`src/rtl/psb_pkg.sv`:
```
package psb_pkg;

  function automatic int unsigned cnt_bits(input int unsigned depth);
    return $clog2(depth + 1);
  endfunction

  function automatic int unsigned ptr_bits(input int unsigned depth);
    return (depth > 1) ? $clog2(depth) : 1;
  endfunction

  // slot that lies k places after base on a ring of the given size
  function automatic int unsigned ring_idx(input int unsigned base,
                                           input int unsigned k,
                                           input int unsigned depth);
    int unsigned s;
    s = base + k;
    if (s >= depth) s = s - depth;
    return s;
  endfunction

endpackage

```
`src/rtl/psb_ctrl.sv`:
```
module psb_ctrl #(
  parameter int unsigned DEPTH = 4,
  parameter int unsigned PTR_W = 2,
  parameter int unsigned CNT_W = 3
) (
  input  logic             clk,
  input  logic             rst_n,
  input  logic             push_req,
  input  logic             pop_req,
  output logic             push_ok,
  output logic             pop_ok,
  output logic             stall,
  output logic [PTR_W-1:0] wptr,
  output logic [PTR_W-1:0] rptr,
  output logic [CNT_W-1:0] count,
  output logic             full,
  output logic             empty
);

  localparam logic [PTR_W-1:0] LAST_SLOT = PTR_W'(DEPTH - 1);
  localparam logic [CNT_W-1:0] CNT_MAX   = CNT_W'(DEPTH);

  logic [PTR_W-1:0] wptr_nxt, rptr_nxt;
  logic [CNT_W-1:0] count_nxt;
  logic             cnt_en;

  assign full    = (count == CNT_MAX);
  assign empty   = (count == '0);
  assign pop_ok  = pop_req & ~empty;
  assign stall   = full & ~pop_req;
  assign push_ok = push_req & ~stall;
  assign cnt_en  = push_ok ^ pop_ok;

  always_comb begin
    wptr_nxt  = (wptr == LAST_SLOT) ? '0 : wptr + PTR_W'(1);
    rptr_nxt  = (rptr == LAST_SLOT) ? '0 : rptr + PTR_W'(1);
    count_nxt = push_ok ? count + CNT_W'(1) : count - CNT_W'(1);
  end

  always_ff @(posedge clk or negedge rst_n) begin
    if (!rst_n) begin
      wptr  <= '0;
      rptr  <= '0;
      count <= '0;
    end else begin
      if (push_ok) wptr  <= wptr_nxt;
      if (pop_ok)  rptr  <= rptr_nxt;
      if (cnt_en)  count <= count_nxt;
    end
  end

endmodule

```
`src/rtl/psb_store.sv`:
```
module psb_store #(
  parameter int unsigned DEPTH  = 4,
  parameter int unsigned ADDR_W = 32,
  parameter int unsigned DATA_W = 32,
  parameter int unsigned BE_W   = 4,
  parameter int unsigned PTR_W  = 2
) (
  input  logic                         clk,
  input  logic                         wr_en,
  input  logic [PTR_W-1:0]             wr_idx,
  input  logic [ADDR_W-1:0]            wr_addr,
  input  logic [DATA_W-1:0]            wr_data,
  input  logic [BE_W-1:0]              wr_be,
  input  logic [PTR_W-1:0]             rd_idx,
  output logic [ADDR_W-1:0]            rd_addr,
  output logic [DATA_W-1:0]            rd_data,
  output logic [BE_W-1:0]              rd_be,
  output logic [DEPTH-1:0][ADDR_W-1:0] all_addr,
  output logic [DEPTH-1:0][DATA_W-1:0] all_data,
  output logic [DEPTH-1:0][BE_W-1:0]   all_be
);

  for (genvar g = 0; g < DEPTH; g++) begin : g_slot
    logic slot_we;
    assign slot_we = wr_en & (wr_idx == PTR_W'(g));

    always_ff @(posedge clk) begin
      if (slot_we) begin
        all_addr[g] <= wr_addr;
        all_data[g] <= wr_data;
        all_be[g]   <= wr_be;
      end
    end
  end

  assign rd_addr = all_addr[rd_idx];
  assign rd_data = all_data[rd_idx];
  assign rd_be   = all_be[rd_idx];

endmodule

```
`src/rtl/psb_match.sv`:
```
module psb_match
  import psb_pkg::*;
#(
  parameter int unsigned DEPTH  = 4,
  parameter int unsigned ADDR_W = 32,
  parameter int unsigned DATA_W = 32,
  parameter int unsigned BE_W   = 4,
  parameter int unsigned PTR_W  = 2,
  parameter int unsigned CNT_W  = 3
) (
  input  logic [DEPTH-1:0][ADDR_W-1:0] ent_addr,
  input  logic [DEPTH-1:0][DATA_W-1:0] ent_data,
  input  logic [DEPTH-1:0][BE_W-1:0]   ent_be,
  input  logic [PTR_W-1:0]             rptr,
  input  logic [CNT_W-1:0]             count,
  input  logic [ADDR_W-1:0]            lk_addr,
  input  logic [DATA_W-1:0]            mem_word,
  output logic [DATA_W-1:0]            merged,
  output logic                         hit
);

  // age-ordered view: slot k is the k-th oldest entry
  logic [DEPTH-1:0] occ_match;
  logic [DEPTH-1:0][DATA_W-1:0] age_data;
  logic [DEPTH-1:0][BE_W-1:0]   age_be;

  for (genvar k = 0; k < DEPTH; k++) begin : g_age
    localparam int unsigned KU = k;
    logic [PTR_W-1:0] src;
    assign src = PTR_W'(ring_idx(int'(rptr), KU, DEPTH));
    assign occ_match[k] = (CNT_W'(k) < count) && (ent_addr[src] == lk_addr);
    assign age_data[k]  = ent_data[src];
    assign age_be[k]    = ent_be[src];
  end

  // oldest first, so a younger enabled byte overwrites an older one
  always_comb begin
    merged = mem_word;
    for (int k = 0; k < DEPTH; k++) begin
      for (int b = 0; b < BE_W; b++) begin
        if (occ_match[k] && age_be[k][b]) merged[b*8 +: 8] = age_data[k][b*8 +: 8];
      end
    end
  end

  assign hit = |occ_match;

endmodule

```
`src/rtl/pstore_buf.sv`:
```
module pstore_buf
  import psb_pkg::*;
#(
  parameter int unsigned DEPTH  = 4,
  parameter int unsigned ADDR_W = 32,
  parameter int unsigned DATA_W = 32,
  parameter int unsigned BE_W   = DATA_W / 8,
  parameter int unsigned CNT_W  = cnt_bits(DEPTH)
) (
  input  logic              clk,
  input  logic              rst_n,
  input  logic              st_valid,
  input  logic [ADDR_W-1:0] st_addr,
  input  logic [DATA_W-1:0] st_data,
  input  logic [BE_W-1:0]   st_be,
  output logic              st_stall,
  output logic              mem_valid,
  output logic [ADDR_W-1:0] mem_addr,
  output logic [DATA_W-1:0] mem_data,
  output logic [BE_W-1:0]   mem_be,
  input  logic              mem_ready,
  input  logic [ADDR_W-1:0] lk_addr,
  input  logic [DATA_W-1:0] lk_mem_data,
  output logic [DATA_W-1:0] lk_data,
  output logic              lk_hit,
  output logic              buf_full,
  output logic              buf_empty,
  output logic [CNT_W-1:0]  buf_count
);

  localparam int unsigned PTR_W = ptr_bits(DEPTH);

  logic             push_ok, pop_ok;
  logic [PTR_W-1:0] wptr, rptr;
  logic [DEPTH-1:0][ADDR_W-1:0] all_addr;
  logic [DEPTH-1:0][DATA_W-1:0] all_data;
  logic [DEPTH-1:0][BE_W-1:0]   all_be;

  psb_ctrl #(.DEPTH(DEPTH), .PTR_W(PTR_W), .CNT_W(CNT_W)) u_ctrl (
    .clk      (clk),
    .rst_n    (rst_n),
    .push_req (st_valid),
    .pop_req  (mem_ready),
    .push_ok  (push_ok),
    .pop_ok   (pop_ok),
    .stall    (st_stall),
    .wptr     (wptr),
    .rptr     (rptr),
    .count    (buf_count),
    .full     (buf_full),
    .empty    (buf_empty)
  );

  psb_store #(.DEPTH(DEPTH), .ADDR_W(ADDR_W), .DATA_W(DATA_W), .BE_W(BE_W),
              .PTR_W(PTR_W)) u_store (
    .clk      (clk),
    .wr_en    (push_ok),
    .wr_idx   (wptr),
    .wr_addr  (st_addr),
    .wr_data  (st_data),
    .wr_be    (st_be),
    .rd_idx   (rptr),
    .rd_addr  (mem_addr),
    .rd_data  (mem_data),
    .rd_be    (mem_be),
    .all_addr (all_addr),
    .all_data (all_data),
    .all_be   (all_be)
  );

  psb_match #(.DEPTH(DEPTH), .ADDR_W(ADDR_W), .DATA_W(DATA_W), .BE_W(BE_W),
              .PTR_W(PTR_W), .CNT_W(CNT_W)) u_match (
    .ent_addr (all_addr),
    .ent_data (all_data),
    .ent_be   (all_be),
    .rptr     (rptr),
    .count    (buf_count),
    .lk_addr  (lk_addr),
    .mem_word (lk_mem_data),
    .merged   (lk_data),
    .hit      (lk_hit)
  );

  assign mem_valid = ~buf_empty;

  // pop_ok is consumed only by the controller; keep it observable
  logic unused_pop;
  assign unused_pop = pop_ok;

endmodule

```
`config.mk`:
```
export PLATFORM = sky130hd
export DESIGN_NAME = pstore_buf
export DESIGN_NICKNAME = d
export VERILOG_FILES = /design/src/rtl/psb_pkg.sv /design/src/rtl/psb_ctrl.sv /design/src/rtl/psb_store.sv /design/src/rtl/psb_match.sv /design/src/rtl/pstore_buf.sv
export SDC_FILE = /design/constraint.sdc
export NUM_CORES = 1
export LEC_CHECK = 0
export BUFFER_PORTS_ARGS = -buffer_cell sky130_fd_sc_hd__buf_2
export CAP_MARGIN = 20
export CORE_MARGIN = 2
export CORE_UTILIZATION = 40
export DETAILED_ROUTE_END_ITERATION = 7
export PLACE_DENSITY = 0.58
export SLEW_MARGIN = 20
export SYNTH_ARGS = -nofsm -noshare
export SYNTH_HDL_FRONTEND = slang
export SYNTH_SLANG_ARGS = --single-unit
```
`constraint.sdc`:
```
create_clock -name clk -period 4.1 [get_ports clk]
set_input_delay 0.82 -clock clk [delete_from_list [all_inputs] [get_ports clk]]
set_output_delay 0.82 -clock clk [all_outputs]
set_load 0.01 [all_outputs]
```
==> flow_metrics.env <==
export IMPL_critPathMaxStageDelay_ns=0.66
export IMPL_swShare=0.395
export IMPL_syn_nets=1563
export IMPL_row_count=82
export IMPL_num_nets_final=2016
export IMPL_power_switching_mw=8.12
export IMPL_ff2ff_path_depth=8
export IMPL_power_frac_clock=0.149
export IMPL_period_share=1.27
export IMPL_tritoncts="built"
export IMPL_cts_root_buf="clkbuf_16"
export IMPL_gr_total_overflow=0
export IMPL_place_ws_ns=-0.716
export IMPL_hold_path_class="in2async"
export IMPL_netlist_area_sq_um=20400
export IMPL_dr_total_vias=15800
export IMPL_dpl_cell_count=2485
export IMPL_power_per_cell_area_nw_per_um2=794
export IMPL_synthCells=1418
export IMPL_crit_arrival_ns=4.39
export IMPL_yosys_area_top_type_share=0.401
export IMPL_clock_skew_ns=0.00939
export IMPL_final_cells=2571
export IMPL_post_dp_cell_area_sq_um=24100
export IMPL_slew_violations=0
export IMPL_fill_cells=4325
export IMPL_cp_start_kind="flop"
export IMPL_ys_types=78
export IMPL_post_drt_wl_per_cell_microns=26.4
export IMPL_p_int_mw=12.4
export IMPL_maxCapViolCount=0
export IMPL_period_minus_slack_ns=5.21
export IMPL_endpoint_kind="output port"
export IMPL_drive_gt1_frac=0.479
export IMPL_yosys_most_used_dff="edfxtp_1"
export IMPL_cp_slowest_cell="or4_4"
export IMPL_worst_pin_slew_ns=0.785
export IMPL_ys_warn_count=0
export IMPL_yosys_area_top_type="edfxtp_1"
export IMPL_initial_utilization=0.406
export IMPL_path_class="reg2out"
export IMPL_vdd_drop_max_mv=0.436
export IMPL_grt_max_degree=103
export IMPL_crit_chain="ha_4 > buf_12 > mux2i_4 > nor3_2 > or4_1 > or4_1 > or4_4 > o221ai_4 > buf_12 > a21oi_2 > nand3b_1 > buf_2"
export IMPL_violations="negative setup slack"
export IMPL_ant_nets=0
export IMPL_die_w_microns=230
export IMPL_leakage_nw=9.73
export IMPL_core_area_sq_um=50200
export IMPL_max_freq_mhz=192
export IMPL_power_frac_comb=0.648
export IMPL_syn2layout_area_growth_pct=27.2
export IMPL_yosysMostFrequentCell="edfxtp_1"
export IMPL_slew_headroom=0.477
export IMPL_clkSinkCount=279
export IMPL_grt_pass1_wl_microns=100000
export IMPL_clock_path_buffers=3
export IMPL_crit_fanout=8
export IMPL_gp_congestion=0.923
export IMPL_drt_initial_drc_count=1339
export IMPL_finalPower_mw=20.6
export IMPL_required_ns=3.28
export IMPL_rsz0062_at_grt="yes"
export IMPL_power_frac_seq=0.204
export IMPL_dr_pass1_iters=5
export IMPL_die_h_microns=230
export IMPL_hold_viol_final=0
export IMPL_synth_commonest_cells="272 x edfxtp_1, 191 x mux4_2, 128 x mux2i_1"
export IMPL_ioPinCount=244
export IMPL_async_reset_ff_frac=0.0251
export IMPL_setup_ws_ns=-1.11
export IMPL_yosys_register_bits=279
export IMPL_hold_buffers=0
export IMPL_status="finished, violations left"
export IMPL_antenna_found_initial=13
export IMPL_setup_violations=33
export IMPL_avgSynthCellArea_sq_um=14.4
export IMPL_die_area_sq_um=52800
export IMPL_htreeDepth=1
export IMPL_dpl_hpwl_microns=48600
export IMPL_numCtsBuffers=31
export IMPL_synth_enable_flop_cells=272
export IMPL_ys_seq_area_frac=0.410
export IMPL_grt_pass1_vias=15600
export IMPL_grt_total_usage=0.252
export IMPL_wirelength_microns=67800
export IMPL_clock_latency_ns=0.61
export IMPL_synth_top_cells_by_area="edfxtp_1 40%, mux4_2 21%, mux2i_1 6.3%"
export IMPL_post_drt_via_cell_ratio=6.15
export IMPL_path_clk_slew_ns=0.06
export IMPL_fin_area_sq_um=25900
export IMPL_route_detailed_drc=0
export IMPL_io_buffers=243
cells by family (layout without fill, tap and decap cells):
group | Yosys count | after routing | share of synthesized area
buffers and inverters | 144 | 622 | 0.0423
XOR/XNOR | 116 | 116 | 0.0502
adder cells (fa/ha/maj) | 9 | 9 | 0.00553
AO/OA/AOI/OAI | 178 | 178 | 0.0609
AND/OR/NAND/NOR | 312 | 312 | 0.0944
flip-flops | 279 | 279 | 0.410
other | 0 | 3 | 0
multiplexers | 380 | 380 | 0.337
placed cells by master (no fill, tap or decap), types with 24 or more instances in the layout:
cell       netlist  final
mux2i_1        128    123
nand2_1         42     42
nor2_1          24     24
xnor2_1         94     82
nand3b_1        33     33
clkbuf_16        0     35
a21oi_1         53     30
o21ai_0         45     45
buf_4           14    250
and3_1          33     33
mux4_2         191    191
edfxtp_1       272    272
nand4_1         74     74
inv_1           24     24
nand3_1         43     43
buf_2           22    241
buf_12           2     28
power groups by stage:
| stage | clock [mW] | sequential (mW) | combinational, mW |
|---|---|---|---|
| 2_1_floorplan | 0 | 4.14 | 8.28 |
| 3_3_place_gp | 0 | 4.19 | 12.5 |
| 3_5_place_dp | 0 | 4.23 | 12.6 |
| 4_1_cts | 3.10 | 4.17 | 13.0 |
| 5_1_grt | 3.21 | 4.25 | 14.1 |
| 6_report | 3.05 | 4.19 | 13.3 |
per-layer routing:
| layer | share of wire | track usage | vias to the layer above |
|---|---|---|---|
| met3 | 0.078 | 0.0434 | 119 |
| met4 | 0.028 | 0.0716 | 20 |
| met1 | 0.41 | 0.347 | 8165 |
| met2 | 0.48 | 0.412 | 654 |
| met5 | 0.0018 | 0 | - |
| li1 | - | - | 6844 |
flip-flops by register name, summed over array words and instances, names as in the netlist:
register	flops
u_ctrl.count	3
u_ctrl.rptr	2
u_ctrl.wptr	2
u_store.all_addr	128
u_store.all_be	16
u_store.all_data	128
stage by stage:
stage | util | hold WS (ns) | setup TNS (ns)
CTS | 0.511 | 0.0501 | -34.76
detailed placement | 0.480 | 0.607 | -20.71
finish | 0.516 | 0.0690 | -35.33
global route | 0.516 | 0.0624 | -39.41
floorplan | - | 0.524 | 0
global placement | 0.480 | 0.583 | -19.91
worst paths after layout:
check | slack (ns) | to | startpoint
max in group asynchronous | 3.82 | u_ctrl.rptr[1] | rst_n
hold reg to reg | 0.62 | u_ctrl.wptr[0] | u_ctrl.wptr[0]
setup reg to reg | 1.19 | u_store.all_addr[98] | u_ctrl.count[0]
min in group clk | 0.43 | u_store.all_data[111] | st_data[15]
hold / removal | 0.07 | u_ctrl.wptr[1] | rst_n
setup / recovery | -1.11 | lk_data[24] | u_ctrl.rptr[0]
timing repair:
item / 4_1_cts / 5_1_grt
pin swaps: 8 / 8
setup buffers: 8 / 11
cloned: 2 / 4
resized for setup: 56 / 16
setup endpoints to repair: 48 / 43
cell type report:
cell class	count	area (sq um)	share of cell area
multi-input combinational	995	11400	0.442
inverter	25	93.8	0.00362
clock inverter	26	339	0.0131
tap	672	841	0.0324
clock buffer	32	779	0.0301
timing repair buffer	539	4060	0.157
antenna	3	7.51	0.000290
sequential	279	8350	0.322
worst max-delay path: cells and delay by family, from the launching register on:
kind / cells / cell delay, ns
AO/OA/AOI/OAI: 2 / 0.27
adder cells (fa/ha/maj): 1 / 0.39
buffers and inverters: 3 / 0.46
flip-flops: 1 / 0.50
multiplexers: 1 / 0.24
AND/OR/NAND/NOR: 5 / 1.91
Note: power is estimated with default switching activity, not from simulation.
